File: src/rtl/bbs_pkg.sv
package bbs_pkg;

  typedef enum logic [1:0] {
    ST_IDLE = 2'd0,
    ST_REQ  = 2'd1,
    ST_DATA = 2'd2
  } scan_state_e;

  typedef enum logic {
    POLICY_LEGACY = 1'b0,
    POLICY_FULL   = 1'b1
  } scan_policy_e;

endpackage

File: src/rtl/bbs_page_sel.sv
module bbs_page_sel #(
  parameter int BLK_W  = 10,
  parameter int PPB_W  = 8,
  parameter int PAGE_W = BLK_W + PPB_W
) (
  input  logic [BLK_W-1:0]  blk_i,
  input  logic [PPB_W-1:0]  ppb_i,
  input  logic              full_i,
  input  logic              second_i,
  output logic [PAGE_W-1:0] page_o
);
  import bbs_pkg::*;

  logic [PAGE_W-1:0] base_page;
  logic [PAGE_W-1:0] step;
  scan_policy_e      policy;

  always_comb begin
    policy    = scan_policy_e'(full_i);
    base_page = PAGE_W'(blk_i) * PAGE_W'(ppb_i);
    if (!second_i)
      step = '0;
    else if (policy == POLICY_FULL)
      step = PAGE_W'(ppb_i) - PAGE_W'(1);
    else
      step = PAGE_W'(1);
    page_o = base_page + step;
  end

endmodule

File: src/rtl/bbs_byte_inspect.sv
module bbs_byte_inspect #(
  parameter int SPR_W = 8
) (
  input  logic             clk,
  input  logic             rst_n,
  input  logic             clear_i,
  input  logic             beat_i,
  input  logic             full_i,
  input  logic [7:0]       data_i,
  input  logic [SPR_W-1:0] len_i,
  output logic             last_o,
  output logic             page_bad_o
);
  logic [SPR_W-1:0] cnt_q, cnt_d;
  logic             hit_q, hit_d;
  logic             zero_now;

  always_comb begin
    zero_now   = (data_i == 8'h00) && (full_i || (cnt_q == '0));
    last_o     = (cnt_q == (len_i - SPR_W'(1)));
    page_bad_o = hit_q | zero_now;
    cnt_d      = cnt_q;
    hit_d      = hit_q;
    if (clear_i) begin
      cnt_d = '0;
      hit_d = 1'b0;
    end else if (beat_i) begin
      cnt_d = cnt_q + SPR_W'(1);
      hit_d = page_bad_o;
    end
  end

  always_ff @(posedge clk or negedge rst_n) begin
    if (!rst_n) begin
      cnt_q <= '0;
      hit_q <= 1'b0;
    end else begin
      cnt_q <= cnt_d;
      hit_q <= hit_d;
    end
  end

endmodule

File: src/rtl/bbs_ctrl.sv
module bbs_ctrl (
  input  logic clk,
  input  logic rst_n,
  input  logic start_i,
  input  logic req_ready_i,
  input  logic data_valid_i,
  input  logic data_err_i,
  input  logic last_i,
  input  logic page_bad_i,
  output logic busy_o,
  output logic req_valid_o,
  output logic data_ready_o,
  output logic beat_o,
  output logic second_o,
  output logic clear_o,
  output logic capture_o,
  output logic done_o,
  output logic bad_o,
  output logic err_o
);
  import bbs_pkg::*;

  scan_state_e state_q, state_d;
  logic        second_q, second_d;
  logic        done_q, done_d;
  logic        bad_q, bad_d;
  logic        err_q, err_d;

  always_comb begin
    state_d      = state_q;
    second_d     = second_q;
    done_d       = 1'b0;
    bad_d        = bad_q;
    err_d        = err_q;
    capture_o    = 1'b0;
    clear_o      = 1'b0;
    req_valid_o  = (state_q == ST_REQ);
    data_ready_o = (state_q == ST_DATA);
    beat_o       = data_ready_o && data_valid_i;
    case (state_q)
      ST_IDLE: begin
        if (start_i) begin
          capture_o = 1'b1;
          bad_d     = 1'b0;
          err_d     = 1'b0;
          second_d  = 1'b0;
          state_d   = ST_REQ;
        end
      end
      ST_REQ: begin
        if (req_ready_i) begin
          clear_o = 1'b1;
          state_d = ST_DATA;
        end
      end
      ST_DATA: begin
        if (beat_o) begin
          if (data_err_i) begin
            err_d   = 1'b1;
            done_d  = 1'b1;
            state_d = ST_IDLE;
          end else if (last_i) begin
            if (page_bad_i) begin
              bad_d   = 1'b1;
              done_d  = 1'b1;
              state_d = ST_IDLE;
            end else if (second_q) begin
              done_d  = 1'b1;
              state_d = ST_IDLE;
            end else begin
              second_d = 1'b1;
              state_d  = ST_REQ;
            end
          end
        end
      end
      default: state_d = ST_IDLE;
    endcase
  end

  always_ff @(posedge clk or negedge rst_n) begin
    if (!rst_n) begin
      state_q  <= ST_IDLE;
      second_q <= 1'b0;
      done_q   <= 1'b0;
      bad_q    <= 1'b0;
      err_q    <= 1'b0;
    end else begin
      state_q  <= state_d;
      second_q <= second_d;
      done_q   <= done_d;
      bad_q    <= bad_d;
      err_q    <= err_d;
    end
  end

  assign busy_o   = (state_q != ST_IDLE);
  assign second_o = second_q;
  assign done_o   = done_q;
  assign bad_o    = bad_q;
  assign err_o    = err_q;

endmodule

File: src/rtl/bad_block_scanner.sv
module bad_block_scanner #(
  parameter int BLK_W  = 10,
  parameter int PPB_W  = 8,
  parameter int SPR_W  = 8,
  parameter int COL_W  = 13,
  parameter int PAGE_W = BLK_W + PPB_W
) (
  input  logic              clk,
  input  logic              rst_n,
  input  logic              scan_start_i,
  input  logic [BLK_W-1:0]  scan_block_i,
  input  logic              scan_full_i,
  input  logic [PPB_W-1:0]  pages_per_blk_i,
  input  logic [SPR_W-1:0]  spare_bytes_i,
  input  logic [COL_W-1:0]  page_bytes_i,
  output logic              rd_req_valid_o,
  input  logic              rd_req_ready_i,
  output logic [PAGE_W-1:0] rd_req_page_o,
  output logic [COL_W-1:0]  rd_req_col_o,
  output logic [SPR_W-1:0]  rd_req_len_o,
  input  logic              rd_data_valid_i,
  output logic              rd_data_ready_o,
  input  logic [7:0]        rd_data_i,
  input  logic              rd_data_err_i,
  output logic              scan_busy_o,
  output logic              scan_done_o,
  output logic              scan_bad_o,
  output logic              scan_err_o
);
  logic [BLK_W-1:0] blk_q;
  logic [PPB_W-1:0] ppb_q;
  logic [SPR_W-1:0] spr_q;
  logic [COL_W-1:0] col_q;
  logic             full_q;

  logic capture, clear, beat, second, last_beat, page_bad;

  always_ff @(posedge clk or negedge rst_n) begin
    if (!rst_n) begin
      blk_q  <= '0;
      ppb_q  <= '0;
      spr_q  <= '0;
      col_q  <= '0;
      full_q <= 1'b0;
    end else if (capture) begin
      blk_q  <= scan_block_i;
      ppb_q  <= pages_per_blk_i;
      spr_q  <= spare_bytes_i;
      col_q  <= page_bytes_i;
      full_q <= scan_full_i;
    end
  end

  bbs_page_sel #(
    .BLK_W (BLK_W),
    .PPB_W (PPB_W),
    .PAGE_W(PAGE_W)
  ) u_page_sel (
    .blk_i   (blk_q),
    .ppb_i   (ppb_q),
    .full_i  (full_q),
    .second_i(second),
    .page_o  (rd_req_page_o)
  );

  bbs_byte_inspect #(
    .SPR_W(SPR_W)
  ) u_inspect (
    .clk       (clk),
    .rst_n     (rst_n),
    .clear_i   (clear),
    .beat_i    (beat),
    .full_i    (full_q),
    .data_i    (rd_data_i),
    .len_i     (spr_q),
    .last_o    (last_beat),
    .page_bad_o(page_bad)
  );

  bbs_ctrl u_ctrl (
    .clk         (clk),
    .rst_n       (rst_n),
    .start_i     (scan_start_i),
    .req_ready_i (rd_req_ready_i),
    .data_valid_i(rd_data_valid_i),
    .data_err_i  (rd_data_err_i),
    .last_i      (last_beat),
    .page_bad_i  (page_bad),
    .busy_o      (scan_busy_o),
    .req_valid_o (rd_req_valid_o),
    .data_ready_o(rd_data_ready_o),
    .beat_o      (beat),
    .second_o    (second),
    .clear_o     (clear),
    .capture_o   (capture),
    .done_o      (scan_done_o),
    .bad_o       (scan_bad_o),
    .err_o       (scan_err_o)
  );

  assign rd_req_col_o = col_q;
  assign rd_req_len_o = spr_q;

endmodule

File: config.mk
export PLATFORM = sky130hd
export DESIGN_NAME = bad_block_scanner
export DESIGN_NICKNAME = d
export VERILOG_FILES = /design/src/rtl/bbs_pkg.sv /design/src/rtl/bbs_page_sel.sv /design/src/rtl/bbs_byte_inspect.sv /design/src/rtl/bbs_ctrl.sv /design/src/rtl/bad_block_scanner.sv
export SDC_FILE = /design/constraint.sdc
export NUM_CORES = 1
export LEC_CHECK = 0
export BUFFER_PORTS_ARGS = -buffer_cell sky130_fd_sc_hd__buf_2
export CORE_MARGIN = 1
export CORE_UTILIZATION = 55
export CTS_BUF_LIST = sky130_fd_sc_hd__clkbuf_2
export DETAILED_ROUTE_END_ITERATION = 8
export PLACE_DENSITY_LB_ADDON = 0.05
export SLEW_MARGIN = 10
export SYNTH_ARGS = -nofsm -noshare
export SYNTH_HDL_FRONTEND = slang
export SYNTH_SLANG_ARGS = --single-unit
File: constraint.sdc
create_clock -name clk -period 7.57 [get_ports clk]
set_clock_uncertainty 0.2 [all_clocks]
set_input_delay 0.3785 -clock clk [delete_from_list [all_inputs] [get_ports clk]]
set_output_delay 0.3785 -clock clk [all_outputs]
set_load 0.02 [all_outputs]
==> results of run 1 <==
-- cell type report --
type,instances,area (um2)
clock inverters,3,23.77
well taps,133,166.4
flip-flops and latches,55,1376
inverters,106,397.9
clock buffers,5,25.02
fillers,786,3153
repair buffers,144,958.4
multi-input cells,400,3764
-- flip-flops by register name, indices dropped and copies added (netlist names) --
name	cells
u_inspect.hit_q	1
full_q	1
u_ctrl.err_o	1
ppb_q	8
u_ctrl.state_q	2
u_ctrl.second_o	1
rd_req_len_o	8
u_inspect.cnt_q	8
blk_q	10
u_ctrl.bad_o	1
rd_req_col_o	13
u_ctrl.done_o	1
-- metal layers --
metal  vias to the layer above  part of all wire  global-route usage  wire length (um)
met5                         -                 0                   0                 0
met4                         0            0.0055             0.05417                68
met1                      2100              0.43              0.3120              5249
met2                        93              0.53              0.4605              6500
li1                       2102                 -                   -                 -
met3                         5             0.043             0.04000               528
-- layout by cell type, fill, tap and decap left out, types with 2 or more instances in the layout --
cell type      Yosys  final
nor3_1             5      5
nand3_1            9      9
and2_1            38     38
xnor2_1           21     21
nand2b_1           2      2
nand3b_1           4      4
dlygate4sd3_1      0     44
clkinvlp_4         0      2
o31ai_1            3      3
mux2i_1            2      2
and3_1             3      3
xor2_1            16     16
nand4_1            3      3
mux2_2            36     36
a21o_1             5      5
nor2b_1            6      6
nor2_1            20     19
buf_2              4     98
o21ai_0            9      9
a31oi_1            2      2
o32ai_1            2      2
o2111ai_1          2      2
dfrtp_1           55     55
nor4_1             5      5
or2_2              2      2
a21oi_1           10     10
clkbuf_2           0      5
nand2_1           68     68
inv_1            106    106
o21a_1             3      3
ha_1              41     41
fa_1              64     64
-- synth_stat cells (all sizes together), types with 3 or more instances --
library cell	instances	area [um2]
and2	38	237.7
inv	106	397.9
nand4	3	18.77
nor4	5	31.28
ha	41	513.0
nor2b	6	37.54
clkbuf	21	78.83
xor2	16	140.1
nand3	9	45.04
mux2	36	405.4
and3	3	18.77
o31ai	3	22.52
o21ai	9	45.04
dfrtp	55	1376
a21oi	11	58.81
o21a	3	22.52
nor3	6	35.03
fa	64	1281
nand2	68	255.2
xnor2	21	183.9
nand3b	4	30.03
buf	4	20.02
a21o	5	37.54
nor2	20	75.07
a31oi	3	25.02
-- path summary, 6_finish.rpt --
| kind | slack (ps) | start | endpoint | cells after the start |
|---|---|---|---|---|
| max | 710 | ppb_q[2] | rd_req_page_o[16] | 20 |
| min | 100 | scan_start_i | u_ctrl.state_q[0] | 4 |
| max reg2reg | 5160 | rd_req_len_o[0] | u_ctrl.state_q[1] | 7 |
| min reg2reg | 350 | rd_req_col_o[7] | rd_req_col_o[7] | 1 |
| max in group asynchronous | 6380 | rst_n | u_inspect.cnt_q[6] | 3 |
| min in group asynchronous | 300 | rst_n | rd_req_col_o[7] | 3 |
-- critical path: cells and delay by family, from the launching register on --
kind | cells | cell delay (ps)
xor+xnor | 1 | 170
buf+inv | 4 | 340
simple gates | 5 | 1350
flops | 1 | 600
fa+ha+maj | 5 | 2340
compound gates | 5 | 1020
-- cells by family after synthesis --
group | after synthesis | share of synthesized area
xor+xnor | 37 | 0.05757
flops | 55 | 0.2445
fa+ha+maj | 105 | 0.3187
compound gates | 50 | 0.06535
mux | 38 | 0.07557
simple gates | 170 | 0.1500
buf+inv | 131 | 0.08824
-- through the flow --
step	utilization	worst slack, ps
after floorplan	-	1829
after global placement	0.6287	1429
after detailed placement	0.6287	1249
after CTS	0.6783	664.9
after global routing	0.6804	280.0
final	0.6804	706.0
-- repair_timing --
action	4_1_cts	5_1_grt
buffers inserted	0	0
hold buffers	44	0
hold endpoints to repair	100	0
==> results.md, run 1 <==
- Hold crit path type: in -> reg
- Io pins: between 90 and 100
- Antenna violations before repair: 0
- Main synth FF type: dfrtp_1
- Syn-to-layout area delta: 19.23%
- Clk pin slew, worst setup/hold paths: 270 ps
- Worst Path Max Fanout: 15
- Syn. warnings: 0
- DRC errors left: 0
- Maximum clock frequency: ~150 MHz
- H-tree lvl count: 2
- Least-Margin Pin Slew: between 600 and 700 ps
- GP Congestion: 0.8292
- Crit-path slowest cell: dfrtp_1
- Root buffer cell: clkbuf_2
- First-pass GRT wire length: about 21000 um
- Non-Filler Instances: approximately 850
- TritonCTS clock tree: built
- Die Y: between 100 and 150 um
- Synth Instances: between 500 and 600
- Post-route clock period utilization: 0.9067
- Post_cts resized: 0
- DR iter-0 viols: 139
- CTS Sinks: 55
- Cell Area, Placed: 6202 um2
- Synth cell types: 49
- Dpl hpwl: 9303 um
- Grt ovf: 0
- RSZ-0062 raised after global routing: no
- Via density: roughly 5
- Cell chain of the critical path: nor3_1 -> nand3_1 -> nor3_1 -> xor2_1 -> nand3_1 -> fa_1 -> fa_1 -> inv_1 -> fa_1 -> inv_1 -> fa_1 -> inv_1 -> ha_1 -> a21o_1 -> a31oi_2 -> a21oi_2 -> o41ai_4 -> or4b_1 -> o311ai_1 -> buf_2
- Vias in the first global route: between 4000 and 5000
- Global Route Usage Sum: 0.2510
- First-pass DRT Iterations: 5
- CP endpoint kind: output port
- Initial Util: 0.5706
- Post-Route WL: around 12000 um
- Synth Register Bits: 55
- WP data required: between 6000 and 7000 ps
- Largest net degree at the start of global routing: 56
- Average routed wire per standard cell: ~15 um
- Max-slew headroom: 0.5353
- Synth Cell Area: around 5600 um2
- Sequential area share after synthesis: 0.2445
- Synthesized area per cell: around 9.6 um2
- Core ar.: between 9000 and 10000 um2
- Setup violators final: 0
- N_diodes: 0
- Die X: between 100 and 150 um
- Routed Antenna Nets: 0
- Ys async rst share: 1.000
- Clock latency at the later pin of the worst-skew pair: between 400 and 500 ps
- Startpoint Class: flop
- Clk buf depth: 2
- EDFF count, synth: 0
- Final instance area: roughly 6700 um2
- Max Cap Viol: 0
- Fin. max-slew vios: 0
- Final hold violation count: 0
- Port bufs: 98
- Setup TNS: 0 ps
- CP max stage delay: 600 ps
- Full die area: 10640 um2
- Rows: 36
- Outcome: finished clean
- Crit Path Category: reg -> out
- NumNets Final: about 870
- Dpl cells: 793
- Routed via count: between 4000 and 5000
- Tmin final: between 6000 and 7000 ps
- Total CTS buffers: 5
- Share of layout cells above drive strength 1: 0.2118
- Syn nets: roughly 750
- Most used cell, CP: fa_1
- CP arrival: 6290 ps
- Hold WS: roughly 100 ps
Power of run 1 is left out: the tool's default activity adds up to more than one toggle a clock period on the data nets, which glitch-free logic cannot reach.
==> run 2: changes to the inputs <==
Settings changed: ABC_AREA set to 1.
==> run 2 against run 1 <==
Against the previous run:
- via count up 19%
- cell count increased by 22%
- cell area rose by 2.2%
- critical endpoint is now rd_req_page_o[15]
- largest cell class unchanged
- global-route usage is 0.56 points higher
==> results.md, run 2 <==
- Dpl hpwl: 9878 um (was 9303 um)
- Clock latency at the later pin of the worst-skew pair: 470 ps (was 480 ps)
- WP data required: 6990 ps (about the same)
- Top-area cell type share of the netlist area: 0.2370 (was 0.2445)
- Sequential area share after synthesis: 0.2370 (was 0.2445)
- Hold crit path type: in -> reg (unchanged)
- Clk pin slew, worst setup/hold paths: 270 ps (about the same)
- Syn nets: 930 (was 745)
- Worst Path Max Fanout: 12 (was 15)
- Top post-synthesis cells by area: dfrtp_1, fa_1, nand2_1, inv_1, ha_1 (was dfrtp_1, fa_1, ha_1, mux2_2, inv_1)
- Max Cap Viol: 0 (unchanged)
- Synthesized area per cell: 7.532 um2 (was 9.606 um2)
- Least-Margin Pin Slew: 1072 ps (was 697.1 ps)
- Via density: 4.939 (was 5.083)
- Most instantiated library cell after synthesis: nand2_1 (was inv_1)
- Global Route Usage Sum: 0.2566 (was 0.2510)
- Fin. max-slew vios: 0 (unchanged)
- Rows: 37 (was 36)
- Top cells by count, synth: nand2_1, inv_1, fa_1, dfrtp_1, ha_1 (was inv_1, nand2_1, fa_1, dfrtp_1, ha_1)
- Hold WS: 122.8 ps (was 101.5 ps)
- Routed Antenna Nets: 0 (unchanged)
- Fill cells: 887 (was 786)
- Synth Cell Area: 5807 um2 (was 5629 um2)
- Antenna violations before repair: 0 (unchanged)
- Main synth FF type: dfrtp_1 (unchanged)
- CTS Sinks: 55 (unchanged)
- NumNets Final: 1054 (was 871)
- Max-slew headroom: 0.2840 (was 0.5353)
- Most frequent cells in the layout: nand2_1, inv_1, buf_2 (was inv_1, buf_2, nand2_1)
- Total CTS buffers: 5 (unchanged)
- Final hold violation count: 0 (unchanged)
- Syn-to-layout area delta: 18.14% (was 19.23%)
- Ys async rst share: 1.000 (unchanged)
- TritonCTS clock tree: built (unchanged)
- Routed via count: 5097 (was 4300)
- Startpoint Class: flop (unchanged)
- GP Congestion: 0.8643 (was 0.8292)
- DR iter-0 viols: 200 (was 139)
- CP endpoint kind: output port (unchanged)
- Tmin final: 6269 ps (was 6864 ps)
- H-tree lvl count: 2 (unchanged)
- Flip-flop count of the largest register after layout: 13 (unchanged)
- Vias in the first global route: 5186 (was 4426)
- Die Y: 104.8 um (was 103.2 um)
- First-pass GRT wire length: 22840 um (was 20620 um)
- Setup violators final: 0 (unchanged)
- Most common cell after layout, fill and taps aside: nand2_1 (was inv_1)
- Outcome: finished clean (unchanged)
- Largest net degree at the start of global routing: 56 (unchanged)
- Core ar.: 10280 um2 (was 9864 um2)
- First-pass DRT Iterations: 5 (unchanged)
- Synth cell types: 35 (was 49)
- Post_cts resized: 0 (unchanged)
- Crit Path Category: reg -> out (unchanged)
- CP arrival: 5690 ps (was 6290 ps)
- N_diodes: 0 (unchanged)
- Average routed wire per standard cell: 12.68 um (was 14.59 um)
- DRC errors left: 0 (unchanged)
- Io pins: 99 (unchanged)
- Maximum clock frequency: 159.5 MHz (was 145.7 MHz)
- Setup TNS: 0 ps (unchanged)
- Post-route clock period utilization: 0.8281 (was 0.9067)
- Initial Util: 0.5650 (was 0.5706)
- RSZ-0062 raised after global routing: no (unchanged)
- Post-Route WL: 13080 um (was 12350 um)
- Synth Instances: 771 (was 586)
- Root buffer cell: clkbuf_2 (unchanged)
- Clk buf depth: 2 (unchanged)
- Grt ovf: 0 (unchanged)
- Syn. warnings: 0 (unchanged)
- EDFF count, synth: 0 (unchanged)
- Share of layout cells above drive strength 1: 0.1395 (was 0.2118)
- Cell accounting for the most synthesized area: dfrtp_1 (unchanged)
- Full die area: 10970 um2 (was 10640 um2)
- Synth Register Bits: 55 (unchanged)
- Die X: 104.8 um (was 103.2 um)
- Port bufs: 98 (unchanged)
run 2: cell count changes after synthesis, sizes merged, moves of 6 or more:
cell | before | now
nor2b | 6 | 0
mux2 | 36 | 0
and2 | 38 | 0
nor2 | 20 | 26
inv | 106 | 186
xnor2 | 21 | 5
a21oi | 11 | 20
nand2 | 68 | 255
o21ai | 9 | 25
nand3 | 9 | 22
run 2: area by class of cell:
cell class                      count  area, um2  area share
Timing Repair Buffer              143      938.4      0.1368
Clock buffer                        5      25.02    0.003648
Tap cell                          136      170.2     0.02480
Multi-Input combinational cell    504       3633      0.5296
Inverter                          186      698.2      0.1018
Sequential cell                    55       1376      0.2006
Clock inverter                      3      18.77    0.002736
run 2: per-stage QoR:
step	cell area [um2]	utilization	cells	setup slack (ps)
global route	6860	0.6675	1032	908.8
floorplan	5807	-	771	2288
global placement	6376	0.6204	980	2002
finish	6860	0.6675	1032	1301
detailed placement	6376	0.6204	980	1860
CTS	6860	0.6675	1032	1274
run 2: timing repair:
action,4_1_cts,5_1_grt
setup buffers,0,0
endpoints found under the hold margin,102,0
hold buffers,44,0
run 2: cell families after synthesis:
family          after synthesis  synth area share
compound gates               54           0.05085
xor+xnor                     21           0.03167
fa+ha+maj                   105            0.3090
buf+inv                     212            0.1381
flops                        55            0.2370
simple gates                324            0.2334
run 2: path summary, 6_finish.rpt:
path / from / to / slack (ps) / cells after the start
min: rd_data_i[6] / u_ctrl.bad_o / 120 / 6
min in group asynchronous: rst_n / rd_req_col_o[8] / 300 / 3
max: ppb_q[0] / rd_req_page_o[15] / 1300 / 22
max reg2reg: u_ctrl.state_q[0] / rd_req_col_o[10] / 4540 / 6
max in group asynchronous: rst_n / ppb_q[6] / 6420 / 3
min reg2reg: rd_req_col_o[4] / rd_req_col_o[4] / 300 / 2
run 2: critical path, cell delays in order (launching register included):
cell	delay (ps)
dfrtp_1	590
inv_1	170
ha_1	200
nand2_1	120
nor3_4	210
nand3_2	270
fa_1	580
fa_1	520
inv_1	50
fa_1	470
inv_1	50
fa_1	520
inv_1	40
ha_1	340
nand2_1	80
nand2_1	50
a21oi_1	190
inv_1	130
nand2_1	80
nand2_1	80
a21oi_1	170
xor2_1	150
buf_2	170
run 2: per-layer routing:
layer  part of all wire  GRT usage  vias to the layer above
met3              0.035    0.02558                       24
met5                  0          0                        -
li1                   -          -                     2523
met2               0.51     0.4745                      135
met4              0.022    0.07847                        0
met1               0.43     0.3143                     2415
Power of run 2 is left out for the same reason.
